## config.mk

```make
export PLATFORM = sky130hd
export DESIGN_NAME = rename_history_buf
export DESIGN_NICKNAME = d
export VERILOG_FILES = /design/src/rtl/rhb_pkg.sv /design/src/rtl/rhb_store.sv /design/src/rtl/rhb_walker.sv /design/src/rtl/rhb_counters.sv /design/src/rtl/rename_history_buf.sv
export SDC_FILE = /design/constraint.sdc
export NUM_CORES = 1
export LEC_CHECK = 0
export ABC_CLOCK_PERIOD_IN_PS = 16590
export BUFFER_PORTS_ARGS = -buffer_cell sky130_fd_sc_hd__buf_2
export CORE_ASPECT_RATIO = 0.75
export CORE_MARGIN = 1.5
export CORE_UTILIZATION = 60
export CTS_CLUSTER_SIZE = 25
export DETAILED_ROUTE_END_ITERATION = 8
export GPL_TIMING_DRIVEN = 0
export HOLD_SLACK_MARGIN = 0.06
export PLACE_DENSITY = 0.87
export SYNTH_ARGS = -nofsm -noshare
export SYNTH_HDL_FRONTEND = slang
export SYNTH_SLANG_ARGS = --single-unit
```

## constraint.sdc

```tcl
create_clock -name clk -period 16.59 [get_ports clk]
set_clock_uncertainty 0.2 [all_clocks]
set_input_delay 0.8295 -clock clk [delete_from_list [all_inputs] [get_ports clk]]
set_output_delay 0.8295 -clock clk [all_outputs]
set_load 0.1 [all_outputs]
```

## src/rtl/rhb_pkg.sv

```systemverilog
package rhb_pkg;

  typedef enum logic [1:0] {
    WALK_IDLE   = 2'd0,
    WALK_SQUASH = 2'd1,
    WALK_COMMIT = 2'd2
  } walk_e;

  // Unsigned sequence order, no wrap handling; callers widen to 32 bits.
  function automatic logic seq_younger(input logic [31:0] a, input logic [31:0] b);
    return a > b;
  endfunction

endpackage

```

## src/rtl/rhb_store.sv

```systemverilog
module rhb_store #(
  parameter int DEPTH  = 16,
  parameter int SEQ_W  = 16,
  parameter int ARCH_W = 5,
  parameter int PHYS_W = 7
) (
  input  logic              clk,
  input  logic              rst_n,
  input  logic              push,
  input  logic [SEQ_W-1:0]  push_seq,
  input  logic              push_ph,
  input  logic [ARCH_W-1:0] push_arch,
  input  logic [PHYS_W-1:0] push_new,
  input  logic [PHYS_W-1:0] push_prev,
  input  logic              pop_old,
  input  logic              pop_young,
  output logic [SEQ_W-1:0]  old_seq,
  output logic              old_ph,
  output logic [PHYS_W-1:0] old_prev,
  output logic [SEQ_W-1:0]  young_seq,
  output logic              young_ph,
  output logic [ARCH_W-1:0] young_arch,
  output logic [PHYS_W-1:0] young_new,
  output logic [PHYS_W-1:0] young_prev,
  output logic              empty,
  output logic              full
);
  localparam int PTR_W = (DEPTH > 1) ? $clog2(DEPTH) : 1;
  localparam int CNT_W = $clog2(DEPTH + 1);
  localparam logic [PTR_W-1:0] LAST = PTR_W'(DEPTH - 1);

  logic [SEQ_W-1:0]  seq_mem  [DEPTH];
  logic              ph_mem   [DEPTH];
  logic [ARCH_W-1:0] arch_mem [DEPTH];
  logic [PHYS_W-1:0] new_mem  [DEPTH];
  logic [PHYS_W-1:0] prev_mem [DEPTH];

  logic [PTR_W-1:0] head_q, tail_q, young_idx;
  logic [CNT_W-1:0] count_q;

  function automatic logic [PTR_W-1:0] ptr_inc(input logic [PTR_W-1:0] p);
    return (p == LAST) ? '0 : p + 1'b1;
  endfunction

  function automatic logic [PTR_W-1:0] ptr_dec(input logic [PTR_W-1:0] p);
    return (p == '0) ? LAST : p - 1'b1;
  endfunction

  assign young_idx = ptr_dec(tail_q);
  assign empty     = (count_q == '0);
  assign full      = (count_q == CNT_W'(DEPTH));

  assign old_seq    = seq_mem[head_q];
  assign old_ph     = ph_mem[head_q];
  assign old_prev   = prev_mem[head_q];
  assign young_seq  = seq_mem[young_idx];
  assign young_ph   = ph_mem[young_idx];
  assign young_arch = arch_mem[young_idx];
  assign young_new  = new_mem[young_idx];
  assign young_prev = prev_mem[young_idx];

  always_ff @(posedge clk) begin
    if (push) begin
      seq_mem[tail_q]  <= push_seq;
      ph_mem[tail_q]   <= push_ph;
      arch_mem[tail_q] <= push_arch;
      new_mem[tail_q]  <= push_new;
      prev_mem[tail_q] <= push_prev;
    end
  end

  always_ff @(posedge clk or negedge rst_n) begin
    if (!rst_n) begin
      head_q  <= '0;
      tail_q  <= '0;
      count_q <= '0;
    end else begin
      if (push)      tail_q <= ptr_inc(tail_q);
      if (pop_young) tail_q <= young_idx;
      if (pop_old)   head_q <= ptr_inc(head_q);
      count_q <= count_q + CNT_W'(push) - CNT_W'(pop_old) - CNT_W'(pop_young);
    end
  end

  assert_no_overflow_R3: assert property (@(posedge clk) disable iff (!rst_n)
    push |-> (count_q < CNT_W'(DEPTH)));
  assert_no_underflow_R4: assert property (@(posedge clk) disable iff (!rst_n)
    (pop_old || pop_young) |-> !empty);
  assert_push_grows_R2: assert property (@(posedge clk) disable iff (!rst_n)
    (push && !pop_old && !pop_young) |=> !empty);

endmodule

```

## src/rtl/rhb_walker.sv

```systemverilog
module rhb_walker #(
  parameter int SEQ_W  = 16,
  parameter int ARCH_W = 5,
  parameter int PHYS_W = 7
) (
  input  logic              clk,
  input  logic              rst_n,
  input  logic              squash_req,
  input  logic [SEQ_W-1:0]  squash_seq,
  input  logic              commit_req,
  input  logic [SEQ_W-1:0]  commit_seq,
  input  logic              alloc_req,
  input  logic              full,
  input  logic              empty,
  input  logic [SEQ_W-1:0]  old_seq,
  input  logic              old_ph,
  input  logic [PHYS_W-1:0] old_prev,
  input  logic [SEQ_W-1:0]  young_seq,
  input  logic              young_ph,
  input  logic [ARCH_W-1:0] young_arch,
  input  logic [PHYS_W-1:0] young_new,
  input  logic [PHYS_W-1:0] young_prev,
  output logic              push,
  output logic              pop_old,
  output logic              pop_young,
  output logic              busy,
  output logic              map_wr_en,
  output logic [ARCH_W-1:0] map_wr_arch,
  output logic [PHYS_W-1:0] map_wr_phys,
  output logic              free_wr_en,
  output logic [PHYS_W-1:0] free_wr_phys
);
  import rhb_pkg::*;

  walk_e            state_q, state_d;
  logic [SEQ_W-1:0] tgt_q, tgt_d;
  logic             young_after, old_after;

  assign young_after = seq_younger(32'(young_seq), 32'(tgt_q));
  assign old_after   = seq_younger(32'(old_seq), 32'(tgt_q));

  assign busy      = (state_q != WALK_IDLE);
  assign push      = (state_q == WALK_IDLE) && !squash_req && !commit_req && alloc_req && !full;
  assign pop_young = (state_q == WALK_SQUASH) && !empty && young_after;
  assign pop_old   = (state_q == WALK_COMMIT) && !empty && !old_after;

  assign map_wr_en    = pop_young && !young_ph;
  assign map_wr_arch  = young_arch;
  assign map_wr_phys  = young_prev;
  assign free_wr_en   = (pop_young && !young_ph) || (pop_old && !old_ph);
  assign free_wr_phys = pop_young ? young_new : old_prev;

  always_comb begin
    state_d = state_q;
    tgt_d   = tgt_q;
    unique case (state_q)
      WALK_IDLE: begin
        if (squash_req) begin
          state_d = WALK_SQUASH;
          tgt_d   = squash_seq;
        end else if (commit_req) begin
          state_d = WALK_COMMIT;
          tgt_d   = commit_seq;
        end
      end
      WALK_SQUASH: if (!pop_young) state_d = WALK_IDLE;
      WALK_COMMIT: if (!pop_old)   state_d = WALK_IDLE;
      default:     state_d = WALK_IDLE;
    endcase
  end

  always_ff @(posedge clk or negedge rst_n) begin
    if (!rst_n) begin
      state_q <= WALK_IDLE;
      tgt_q   <= '0;
    end else begin
      state_q <= state_d;
      tgt_q   <= tgt_d;
    end
  end

  assert_restore_pairs_free_R4: assert property (@(posedge clk) disable iff (!rst_n)
    map_wr_en |-> (free_wr_en && busy));
  assert_squash_stops_clean_R4: assert property (@(posedge clk) disable iff (!rst_n)
    (state_q == WALK_SQUASH && !pop_young) |=> (empty || !young_after));
  assert_commit_stops_clean_R6: assert property (@(posedge clk) disable iff (!rst_n)
    (state_q == WALK_COMMIT && !pop_old) |=> (empty || old_after));
  assert_idle_no_push_busy_R8: assert property (@(posedge clk) disable iff (!rst_n)
    busy |-> !push);

endmodule

```

## src/rtl/rhb_counters.sv

```systemverilog
module rhb_counters #(
  parameter int STAT_W = 16
) (
  input  logic              clk,
  input  logic              rst_n,
  input  logic              push,
  input  logic              push_ph,
  input  logic              pop_old,
  input  logic              old_ph,
  input  logic              pop_young,
  input  logic              young_ph,
  output logic [STAT_W-1:0] cnt_placeholders,
  output logic [STAT_W-1:0] cnt_committed,
  output logic [STAT_W-1:0] cnt_undone,
  output logic [STAT_W-1:0] cnt_undone_valid
);
  always_ff @(posedge clk or negedge rst_n) begin
    if (!rst_n) begin
      cnt_placeholders <= '0;
      cnt_committed    <= '0;
      cnt_undone       <= '0;
      cnt_undone_valid <= '0;
    end else begin
      if (push && push_ph)       cnt_placeholders <= cnt_placeholders + 1'b1;
      if (pop_old && !old_ph)    cnt_committed    <= cnt_committed + 1'b1;
      if (pop_young)             cnt_undone       <= cnt_undone + 1'b1;
      if (pop_young && !young_ph) cnt_undone_valid <= cnt_undone_valid + 1'b1;
    end
  end

  assert_undone_step_R10: assert property (@(posedge clk) disable iff (!rst_n)
    pop_young |=> (cnt_undone == $past(cnt_undone) + STAT_W'(1)));

endmodule

```

## src/rtl/rename_history_buf.sv

```systemverilog
module rename_history_buf #(
  parameter int DEPTH  = 16,
  parameter int SEQ_W  = 16,
  parameter int ARCH_W = 5,
  parameter int PHYS_W = 7,
  parameter int STAT_W = 16
) (
  input  logic              clk,
  input  logic              rst_n,
  input  logic              alloc_valid,
  input  logic [SEQ_W-1:0]  alloc_seq,
  input  logic              alloc_placeholder,
  input  logic [ARCH_W-1:0] alloc_arch,
  input  logic [PHYS_W-1:0] alloc_new_phys,
  input  logic [PHYS_W-1:0] alloc_prev_phys,
  input  logic              squash_valid,
  input  logic [SEQ_W-1:0]  squash_seq,
  input  logic              commit_valid,
  input  logic [SEQ_W-1:0]  commit_seq,
  output logic              full,
  output logic              busy,
  output logic              map_wr_en,
  output logic [ARCH_W-1:0] map_wr_arch,
  output logic [PHYS_W-1:0] map_wr_phys,
  output logic              free_wr_en,
  output logic [PHYS_W-1:0] free_wr_phys,
  output logic [STAT_W-1:0] cnt_placeholders,
  output logic [STAT_W-1:0] cnt_committed,
  output logic [STAT_W-1:0] cnt_undone,
  output logic [STAT_W-1:0] cnt_undone_valid
);
  logic              push, pop_old, pop_young, empty;
  logic [SEQ_W-1:0]  old_seq, young_seq;
  logic              old_ph, young_ph;
  logic [PHYS_W-1:0] old_prev, young_new, young_prev;
  logic [ARCH_W-1:0] young_arch;
  logic [ARCH_W-1:0] st_arch;
  logic [PHYS_W-1:0] st_new, st_prev;

  // Placeholder entries keep only the sequence number.
  assign st_arch = alloc_placeholder ? '0 : alloc_arch;
  assign st_new  = alloc_placeholder ? '0 : alloc_new_phys;
  assign st_prev = alloc_placeholder ? '0 : alloc_prev_phys;

  rhb_store #(.DEPTH(DEPTH), .SEQ_W(SEQ_W), .ARCH_W(ARCH_W), .PHYS_W(PHYS_W)) u_store (
    .clk(clk), .rst_n(rst_n),
    .push(push), .push_seq(alloc_seq), .push_ph(alloc_placeholder),
    .push_arch(st_arch), .push_new(st_new), .push_prev(st_prev),
    .pop_old(pop_old), .pop_young(pop_young),
    .old_seq(old_seq), .old_ph(old_ph), .old_prev(old_prev),
    .young_seq(young_seq), .young_ph(young_ph), .young_arch(young_arch),
    .young_new(young_new), .young_prev(young_prev),
    .empty(empty), .full(full)
  );

  rhb_walker #(.SEQ_W(SEQ_W), .ARCH_W(ARCH_W), .PHYS_W(PHYS_W)) u_walker (
    .clk(clk), .rst_n(rst_n),
    .squash_req(squash_valid), .squash_seq(squash_seq),
    .commit_req(commit_valid), .commit_seq(commit_seq),
    .alloc_req(alloc_valid), .full(full), .empty(empty),
    .old_seq(old_seq), .old_ph(old_ph), .old_prev(old_prev),
    .young_seq(young_seq), .young_ph(young_ph), .young_arch(young_arch),
    .young_new(young_new), .young_prev(young_prev),
    .push(push), .pop_old(pop_old), .pop_young(pop_young), .busy(busy),
    .map_wr_en(map_wr_en), .map_wr_arch(map_wr_arch), .map_wr_phys(map_wr_phys),
    .free_wr_en(free_wr_en), .free_wr_phys(free_wr_phys)
  );

  rhb_counters #(.STAT_W(STAT_W)) u_counters (
    .clk(clk), .rst_n(rst_n),
    .push(push), .push_ph(alloc_placeholder),
    .pop_old(pop_old), .old_ph(old_ph),
    .pop_young(pop_young), .young_ph(young_ph),
    .cnt_placeholders(cnt_placeholders), .cnt_committed(cnt_committed),
    .cnt_undone(cnt_undone), .cnt_undone_valid(cnt_undone_valid)
  );

  assert_full_not_empty_R3: assert property (@(posedge clk) disable iff (!rst_n)
    full |-> !empty);
  assert_walk_exclusive_R8: assert property (@(posedge clk) disable iff (!rst_n)
    !(pop_old && pop_young) && !(push && (pop_old || pop_young)));

endmodule

```

### Yosys cells after proc, flatten, opt, wreduce, memory -nomap -nowiden

Memories as Yosys holds them, arrays and structs flattened.
Cells that the tools add are included.

| word-level totals | value |
|---|---|
| bits in registers | 95 |
| bits in writable memories | 576 |
| word-level logic and storage cells | 79 |
| memories kept | 5 |

Memories:

| name | depth | bits a word | rd ports | clocked after memory_dff | write ports | line | RTL |
|---|---|---|---|---|---|---|---|
| u_store.seq_mem | 16 | 16 | 2 | 0 | 1 | rhb_store.sv:32 | `logic [SEQ_W-1:0] seq_mem [DEPTH];` |
| u_store.new_mem | 16 | 7 | 1 | 0 | 1 | rhb_store.sv:35 | `logic [PHYS_W-1:0] new_mem [DEPTH];` |
| u_store.prev_mem | 16 | 7 | 2 | 0 | 1 | rhb_store.sv:36 | `logic [PHYS_W-1:0] prev_mem [DEPTH];` |
| u_store.arch_mem | 16 | 5 | 1 | 0 | 1 | rhb_store.sv:34 | `logic [ARCH_W-1:0] arch_mem [DEPTH];` |
| u_store.ph_mem | 16 | 1 | 2 | 0 | 1 | rhb_store.sv:33 | `logic ph_mem [DEPTH];` |

| operators by class | value |
|---|---|
| $add $sub $neg | 10 |
| magnitude comparators | 2 |
| equal/unequal tests | 8 |
| mux-type cells | 18 |
| reductions and logical operators | 27 |

Operators with widths:

| cell | number |
|---|---|
| adder 16 x 1 -> 16 bit, second input constant | 4 |
| greater-than comparator 16 bit | 2 |
| two-way mux 16 bit | 2 |
| two-way mux 7 bit | 3 |
| two-way mux 4 bit | 5 |
| logical AND 1 bit | 11 |
| subtractor 5 x 1 -> 5 bit | 2 |
| adder 4 x 1 -> 4 bit, second input constant | 2 |
| equality test 4 bit, second input constant | 2 |
| two-way mux 2 bit | 4 |
| logical NOT 1 bit | 7 |
| one-hot mux 2 bit (3 select lines) | 1 |
| nonzero test 2 bit | 3 |
| adder 5 x 1 -> 5 bit | 1 |
| equality test 5 bit, second input constant | 1 |
| logical NOT 5 bit | 1 |
| two-way mux 5 bit | 1 |
| logical NOT 4 bit | 1 |
| != test 2 bit, second input constant | 2 |
| subtractor 4 x 1 -> 4 bit, second input constant | 1 |
| != test 3 bit, second input constant | 1 |
| AND reduction 3 bit | 1 |
| equality test 2 x 1 -> 1 bit, second input constant | 1 |
| equality test 2 bit, second input constant | 1 |
| other kinds (4) | 5 |

### Depth between registers and ports, before layout

| logic depth | value |
|---|---|
| word-level depth | 8 |
| depth in mapped cells | 27 |

### Modules after synthesis

A second synthesis with hierarchy kept.

| unflattened totals | value |
|---|---|
| cells, all modules | 1,608 |
| area total of the unflattened synthesis | 30,011.3 um^2 |

By module, submodules not included:

| module | times used | cells an instance | area each (um^2) | seq. area each (um^2) |
|---|---|---|---|---|
| rhb_store | 1 | 1,147 | 25,251.7 | 17,621.9 |
| rhb_counters | 1 | 234 | 2,803.9 | 1,601.5 |
| rhb_walker | 1 | 207 | 1,819.2 | 450.4 |
| rename_history_buf | 1 | 20 | 136.4 | 0.0 |

### Least setup slack after synthesis

OpenSTA, ideal clock, no wires.

| timing | value |
|---|---|
| kind | register to register |
| from | reg u_store.tail_q[0] |
| to | reg u_store.count_q[3] |
| library setup time | 0.123 ns |
| arrival | 6.141 ns |
| slack | 10.126 ns |
| stages on the path, launching flop included | 26 |
| path buffers | 4 |
| path through | dfrtp_1 > clkinv_1 > ha_1 > nor3b_4 > nor2_2 > buf_4 > buf_4 > buf_4 > mux4_2 > mux2i_1 > a21oi_1 > ha_1 > and4_1 > or4b_1 > o221a_2 > nor2_1 > inv_2 > clkbuf_1 > fa_1 > inv_1 > ha_1 > inv_1 > ha_1 > inv_1 > fa_1 > xor2_1 |

| between the ends | value |
|---|---|
| cells in the longest elaborated chain, start to end | 6 |
| elaborated cells on any way between the ends | 7 |
| classes of those cells | add/sub: 2; order compare: 1; mux: 1; reduce/logical: 2; memory: 1 |

RTL lines:

| element | line | RTL |
|---|---|---|
| start, declared | rhb_store.sv:38 | `logic [PTR_W-1:0] head_q, tail_q, young_idx;` |
| start signal, assigned | rhb_store.sv:78 | `if (push) tail_q <= ptr_inc(tail_q);` |
| start signal, assigned | rhb_store.sv:79 | `if (pop_young) tail_q <= young_idx;` |
| subtractor 4 x 1 -> 4 bit or logical NOT 4 bit (tied branches) | rhb_store.sv:46 | `return (p == '0) ? LAST : p - 1'b1;` |
| two-way mux 4 bit (*) | rhb_store.sv:46 |  |
| memory (16 x 16 bit) (*) | n/a |  |
| greater-than comparator 16 bit (*) | rhb_pkg.sv:11 | `return a > b;` |
| logical AND 1 bit (*) | rhb_walker.sv:44 | `assign pop_young = (state_q == WALK_SQUASH) && !empty && young_after;` |
| subtractor 5 x 1 -> 5 bit (*) | rhb_store.sv:81 | `count_q <= count_q + CNT_W'(push) - CNT_W'(pop_old) - CNT_W'(pop_young);` |
| end signal, assigned | rhb_store.sv:81 |  |
| end, declared | rhb_store.sv:39 | `logic [CNT_W-1:0] count_q;` |

Mark *: on every way between the ends. The rest lies on a longest branch, timed or not.
A chain may end at the register's enable or synchronous reset.

### Worst setup path in the final report

| timing | value |
|---|---|
| from | reg u_store.tail_q[0] |
| to | out free_wr_phys[6] |

| between the ends | value |
|---|---|
| cells in the longest elaborated chain, start to end | 6 |
| elaborated cells on any way between the ends | 8 |
| classes of those cells | add/sub: 1; order compare: 1; mux: 2; reduce/logical: 2; memory: 2 |

RTL lines:

| element | line | RTL |
|---|---|---|
| subtractor 4 x 1 -> 4 bit or logical NOT 4 bit (tied branches) | rhb_store.sv:46 |  |
| two-way mux 4 bit (*) | rhb_store.sv:46 |  |
| memory (16 x 16 bit) | n/a |  |
| greater-than comparator 16 bit | rhb_pkg.sv:11 |  |
| logical AND 1 bit | rhb_walker.sv:44 |  |
| two-way mux 7 bit (*) | rhb_walker.sv:51 | `assign free_wr_phys = pop_young ? young_new : old_prev;` |
| end, declared | rename_history_buf.sv:26 | `output logic [PHYS_W-1:0] free_wr_phys,` |

Marks and branches as above.

==> flow_metrics.env <==
export IMPL_status="completed"
export IMPL_place_congestion=0.9212
export IMPL_synthCells=1694
export IMPL_p_leak_nw=12.26
export IMPL_p_total_mw=7.125
export IMPL_drt_total_wl_um=90820
export IMPL_grtUsageTotal_pct=35.58
export IMPL_drt_pass1_iter_count=8
export IMPL_cts_tree="yes"
export IMPL_ys_ff_latch=671
export IMPL_critPathKind="reg2out"
export IMPL_root_buffer="clkbuf_16"
export IMPL_cp_top_family="buffers and inverters"
export IMPL_clock_latency_ns=0.66
export IMPL_max_vdd_ir_drop_v=0.0002964
export IMPL_timing_setup_tns_ns=0
export IMPL_fin_crit_ns=10.08
export IMPL_io_buffers=158
export IMPL_slew_headroom_pct=4.143
export IMPL_synthToLayoutAreaGrowth_pct=13.85
export IMPL_drc=0
export IMPL_ant_nets=0
export IMPL_critPathMostFrequentCell="clkbuf_1"
export IMPL_min_period_over_period_pct=60.78
export IMPL_seq_area_um2=19670
export IMPL_cp_max_fo=10
export IMPL_start_util_pct=60.70
export IMPL_fin_ws_ns=6.506
export IMPL_viasPerCell=7.406
export IMPL_yosysWarnings=0
export IMPL_syn_area_um2=30360
export IMPL_first_iter_violations=3857
export IMPL_grt_overflow=0
export IMPL_grt_pass1_vias=19690
export IMPL_critPathBufInv=10
export IMPL_seq_area_frac_synth_pct=64.81
export IMPL_ioPinCount=160
export IMPL_cp_slowest_cell="clkbuf_1"
export IMPL_cts_clk_slew_worst_paths_ns=0.06
export IMPL_route_vias_total=19710
export IMPL_coreArea_um2=50010
export IMPL_die_w_um=262.7
export IMPL_clkSinkCount=671
export IMPL_nNetsFinal=2076
export IMPL_async_reset_ff_share_pct=14.16
export IMPL_crit_required_ns=15.56
export IMPL_setup_viol=0
export IMPL_antenna_found_initial=3
export IMPL_path_cells="clkinv_1 > ha_1 > clkbuf_1 > buf_2 > buf_2 > clkbuf_1 > clkbuf_1 > mux4_2 > mux2i_1 > a21oi_1 > ha_1 > and4_1 > or4b_1 > o31a_1 > inv_1 > nor2_1 > inv_2 > clkbuf_1 > mux2_2 > buf_2"
export IMPL_hold_depth=1
export IMPL_max_cap_violations=0
export IMPL_min_path_type="reg2reg"
export IMPL_drv_slew=0
export IMPL_cts_buffer_depth=3
export IMPL_multi_input_area_um2=10180
export IMPL_syn_avg_cell_area_um2=17.92
export IMPL_slowest_delay_ns=0.97
export IMPL_drive_gt1_share_pct=30.60
export IMPL_crit_cells=20
export IMPL_ys_flop_type="edfxtp_1"
export IMPL_grt_pass1_wl_um=131500
export IMPL_postCtsResizedCells=0
export IMPL_syn_num_nets=1817
export IMPL_max_freq_ghz=0.09917
export IMPL_synth_edf_count=576
export IMPL_cp_arrival_ns=9.05
export IMPL_grt_max_degree=71
export IMPL_post_route_util_pct=69.11
export IMPL_hold_viol_final=0
export IMPL_dieHeight_um=197.8
export IMPL_r2r_cells=23
export IMPL_rsz0062_at_grt="no"
export IMPL_yosysUniqueCellTypes=57
export IMPL_fp_dieArea_um2=51970
export IMPL_cts_buffers=61
export IMPL_crit_path_start_kind="flop"
export IMPL_worstMarginPinSlew_ns=1.438
export IMPL_cp_end_kind="primary output"
export IMPL_fillers=2964
export IMPL_wl_per_cell_um=34.13
export IMPL_htreeDepth=2
export IMPL_dp_hpwl_um=57590
export IMPL_power_density_nw_per_um2=206.2
export IMPL_reg2reg_slack_ns=7.33
export IMPL_rows=71
export IMPL_dpl_worst_slack_ns=7.718
[synth_stat cells (2+ instances only)]
master | n | area share [%]
edfxtp_1 | 576 | 57
mux4_2 | 262 | 19
nand2_1 | 115 | 1.4
dfrtp_1 | 95 | 7.8
clkbuf_1 | 62 | 0.77
a21oi_1 | 48 | 0.79
ha_1 | 48 | 2.0
xnor2_1 | 44 | 1.3
nor2_1 | 43 | 0.53
inv_1 | 40 | 0.49
and3_1 | 32 | 0.66
mux2i_1 | 32 | 1.1
nand3_1 | 30 | 0.49
nand4_1 | 26 | 0.54
and2_1 | 25 | 0.52
xor2_1 | 21 | 0.61
a31oi_1 | 20 | 0.41
a211oi_1 | 19 | 0.47
nor2b_1 | 19 | 0.39
buf_1 | 18 | 0.22
mux2_2 | 13 | 0.48
buf_4 | 12 | 0.30
nor3_1 | 10 | 0.16
a21o_1 | 9 | 0.22
buf_2 | 8 | 0.13
nor4_1 | 7 | 0.14
and4_1 | 6 | 0.17
nand2b_1 | 6 | 0.12
o21ai_0 | 5 | 0.082
o31ai_1 | 4 | 0.099
a22oi_1 | 3 | 0.074
o21a_1 | 3 | 0.074
a211o_1 | 2 | 0.058
a221o_1 | 2 | 0.066
buf_6 | 2 | 0.074
fa_1 | 2 | 0.13
nor3b_1 | 2 | 0.049
nor4b_1 | 2 | 0.058
o221ai_1 | 2 | 0.058
o31a_1 | 2 | 0.058
[repair_timing]
action / in CTS / in global routing
hold endpoints to repair: 25 / 0
hold buffers: 1 / 0
setup buffers: 0 / 0
[final cells by class]
class | instances | share of cell area (%)
antenna | 1 | 0.007240
buffer | 102 | 1.321
clock buffer | 73 | 4.547
clock inverter | 40 | 0.9231
inverter | 42 | 0.4561
multi-input combinational | 879 | 29.46
sequential | 671 | 56.92
tap | 657 | 2.378
timing repair buffer | 196 | 3.982
[layer usage]
metal / vias up / wire length [um] / GRT usage [%]
li1: 7387 / - / -
met1: 9839 / 30220 / 47.22
met2: 2085 / 40350 / 52.48
met5: - / 103 / 1.398
met4: 4 / 5144 / 18.39
met3: 392 / 15000 / 12.60
[cell usage in the layout, fill, tap and decap left out, types with 26 or more instances in the layout]
| cell type | netlist | layout |
|---|---|---|
| a21oi_1 | 48 | 48 |
| clkbuf_16 | 0 | 61 |
| ha_1 | 48 | 48 |
| nor2_1 | 43 | 31 |
| dfrtp_1 | 95 | 95 |
| nand3_1 | 30 | 30 |
| clkbuf_1 | 62 | 73 |
| edfxtp_1 | 576 | 576 |
| and3_1 | 32 | 32 |
| inv_1 | 40 | 40 |
| nand2_1 | 115 | 115 |
| mux2i_1 | 32 | 32 |
| xnor2_1 | 44 | 44 |
| buf_2 | 8 | 165 |
| nand4_1 | 26 | 26 |
| mux4_2 | 262 | 262 |
[worst paths after layout]
path                                              endpoint                             from
setup / recovery                           free_wr_phys[6]                u_store.tail_q[0]
hold / removal             u_counters.cnt_undone_valid[15]  u_counters.cnt_undone_valid[15]
setup reg to reg                        u_store.count_q[3]                u_store.tail_q[0]
hold reg to reg            u_counters.cnt_undone_valid[15]  u_counters.cnt_undone_valid[15]
max in group asynchronous                u_walker.tgt_q[6]                            rst_n
min in group asynchronous        u_counters.cnt_undone[12]                            rst_n
[report_power, final]
| part | switching (mW) | total [mW] | internal (mW) | leakage, nW |
|---|---|---|---|---|
| Clock | 0.646 | 1.37 | 0.725 | 0.907 |
| Combinational | 2.51 | 3.77 | 1.26 | 4.90 |
| Sequential | 0.0662 | 1.98 | 1.91 | 6.45 |
| Total | 3.22 | 7.13 | 3.90 | 12.3 |
[flip-flops by register name, indices dropped and copies added, names as in the netlist, 5 cells and up]
signal	count
u_store.arch_mem	80
u_counters.cnt_placeholders	16
u_store.count_q	5
u_store.new_mem	112
u_store.seq_mem	256
u_store.prev_mem	112
u_walker.tgt_q	16
u_counters.cnt_undone	16
u_counters.cnt_undone_valid	16
u_counters.cnt_committed	16
u_store.ph_mem	16
[cells by family after synthesis]
family / synth area share (%)
multiplexers: 20.97
buffers and inverters: 2.011
AND/OR/NAND/NOR: 5.564
AO/OA/AOI/OAI: 2.658
XOR/XNOR: 1.875
adder cells (fa/ha/maj): 2.110
flip-flops: 64.81
[stage by stage]
step | std cells | cell area [um^2] | hold WS, ns
CTS | 2660 | 34560 | 0.2644
detailed placement | 2546 | 32660 | 0.2666
floorplan | 1694 | 30360 | 0.2953
global route | 2661 | 34560 | 0.2877
global placement | 2509 | 31970 | 0.2524
finish | 2661 | 34560 | 0.2748
Note: power is estimated with default switching activity, not from simulation.
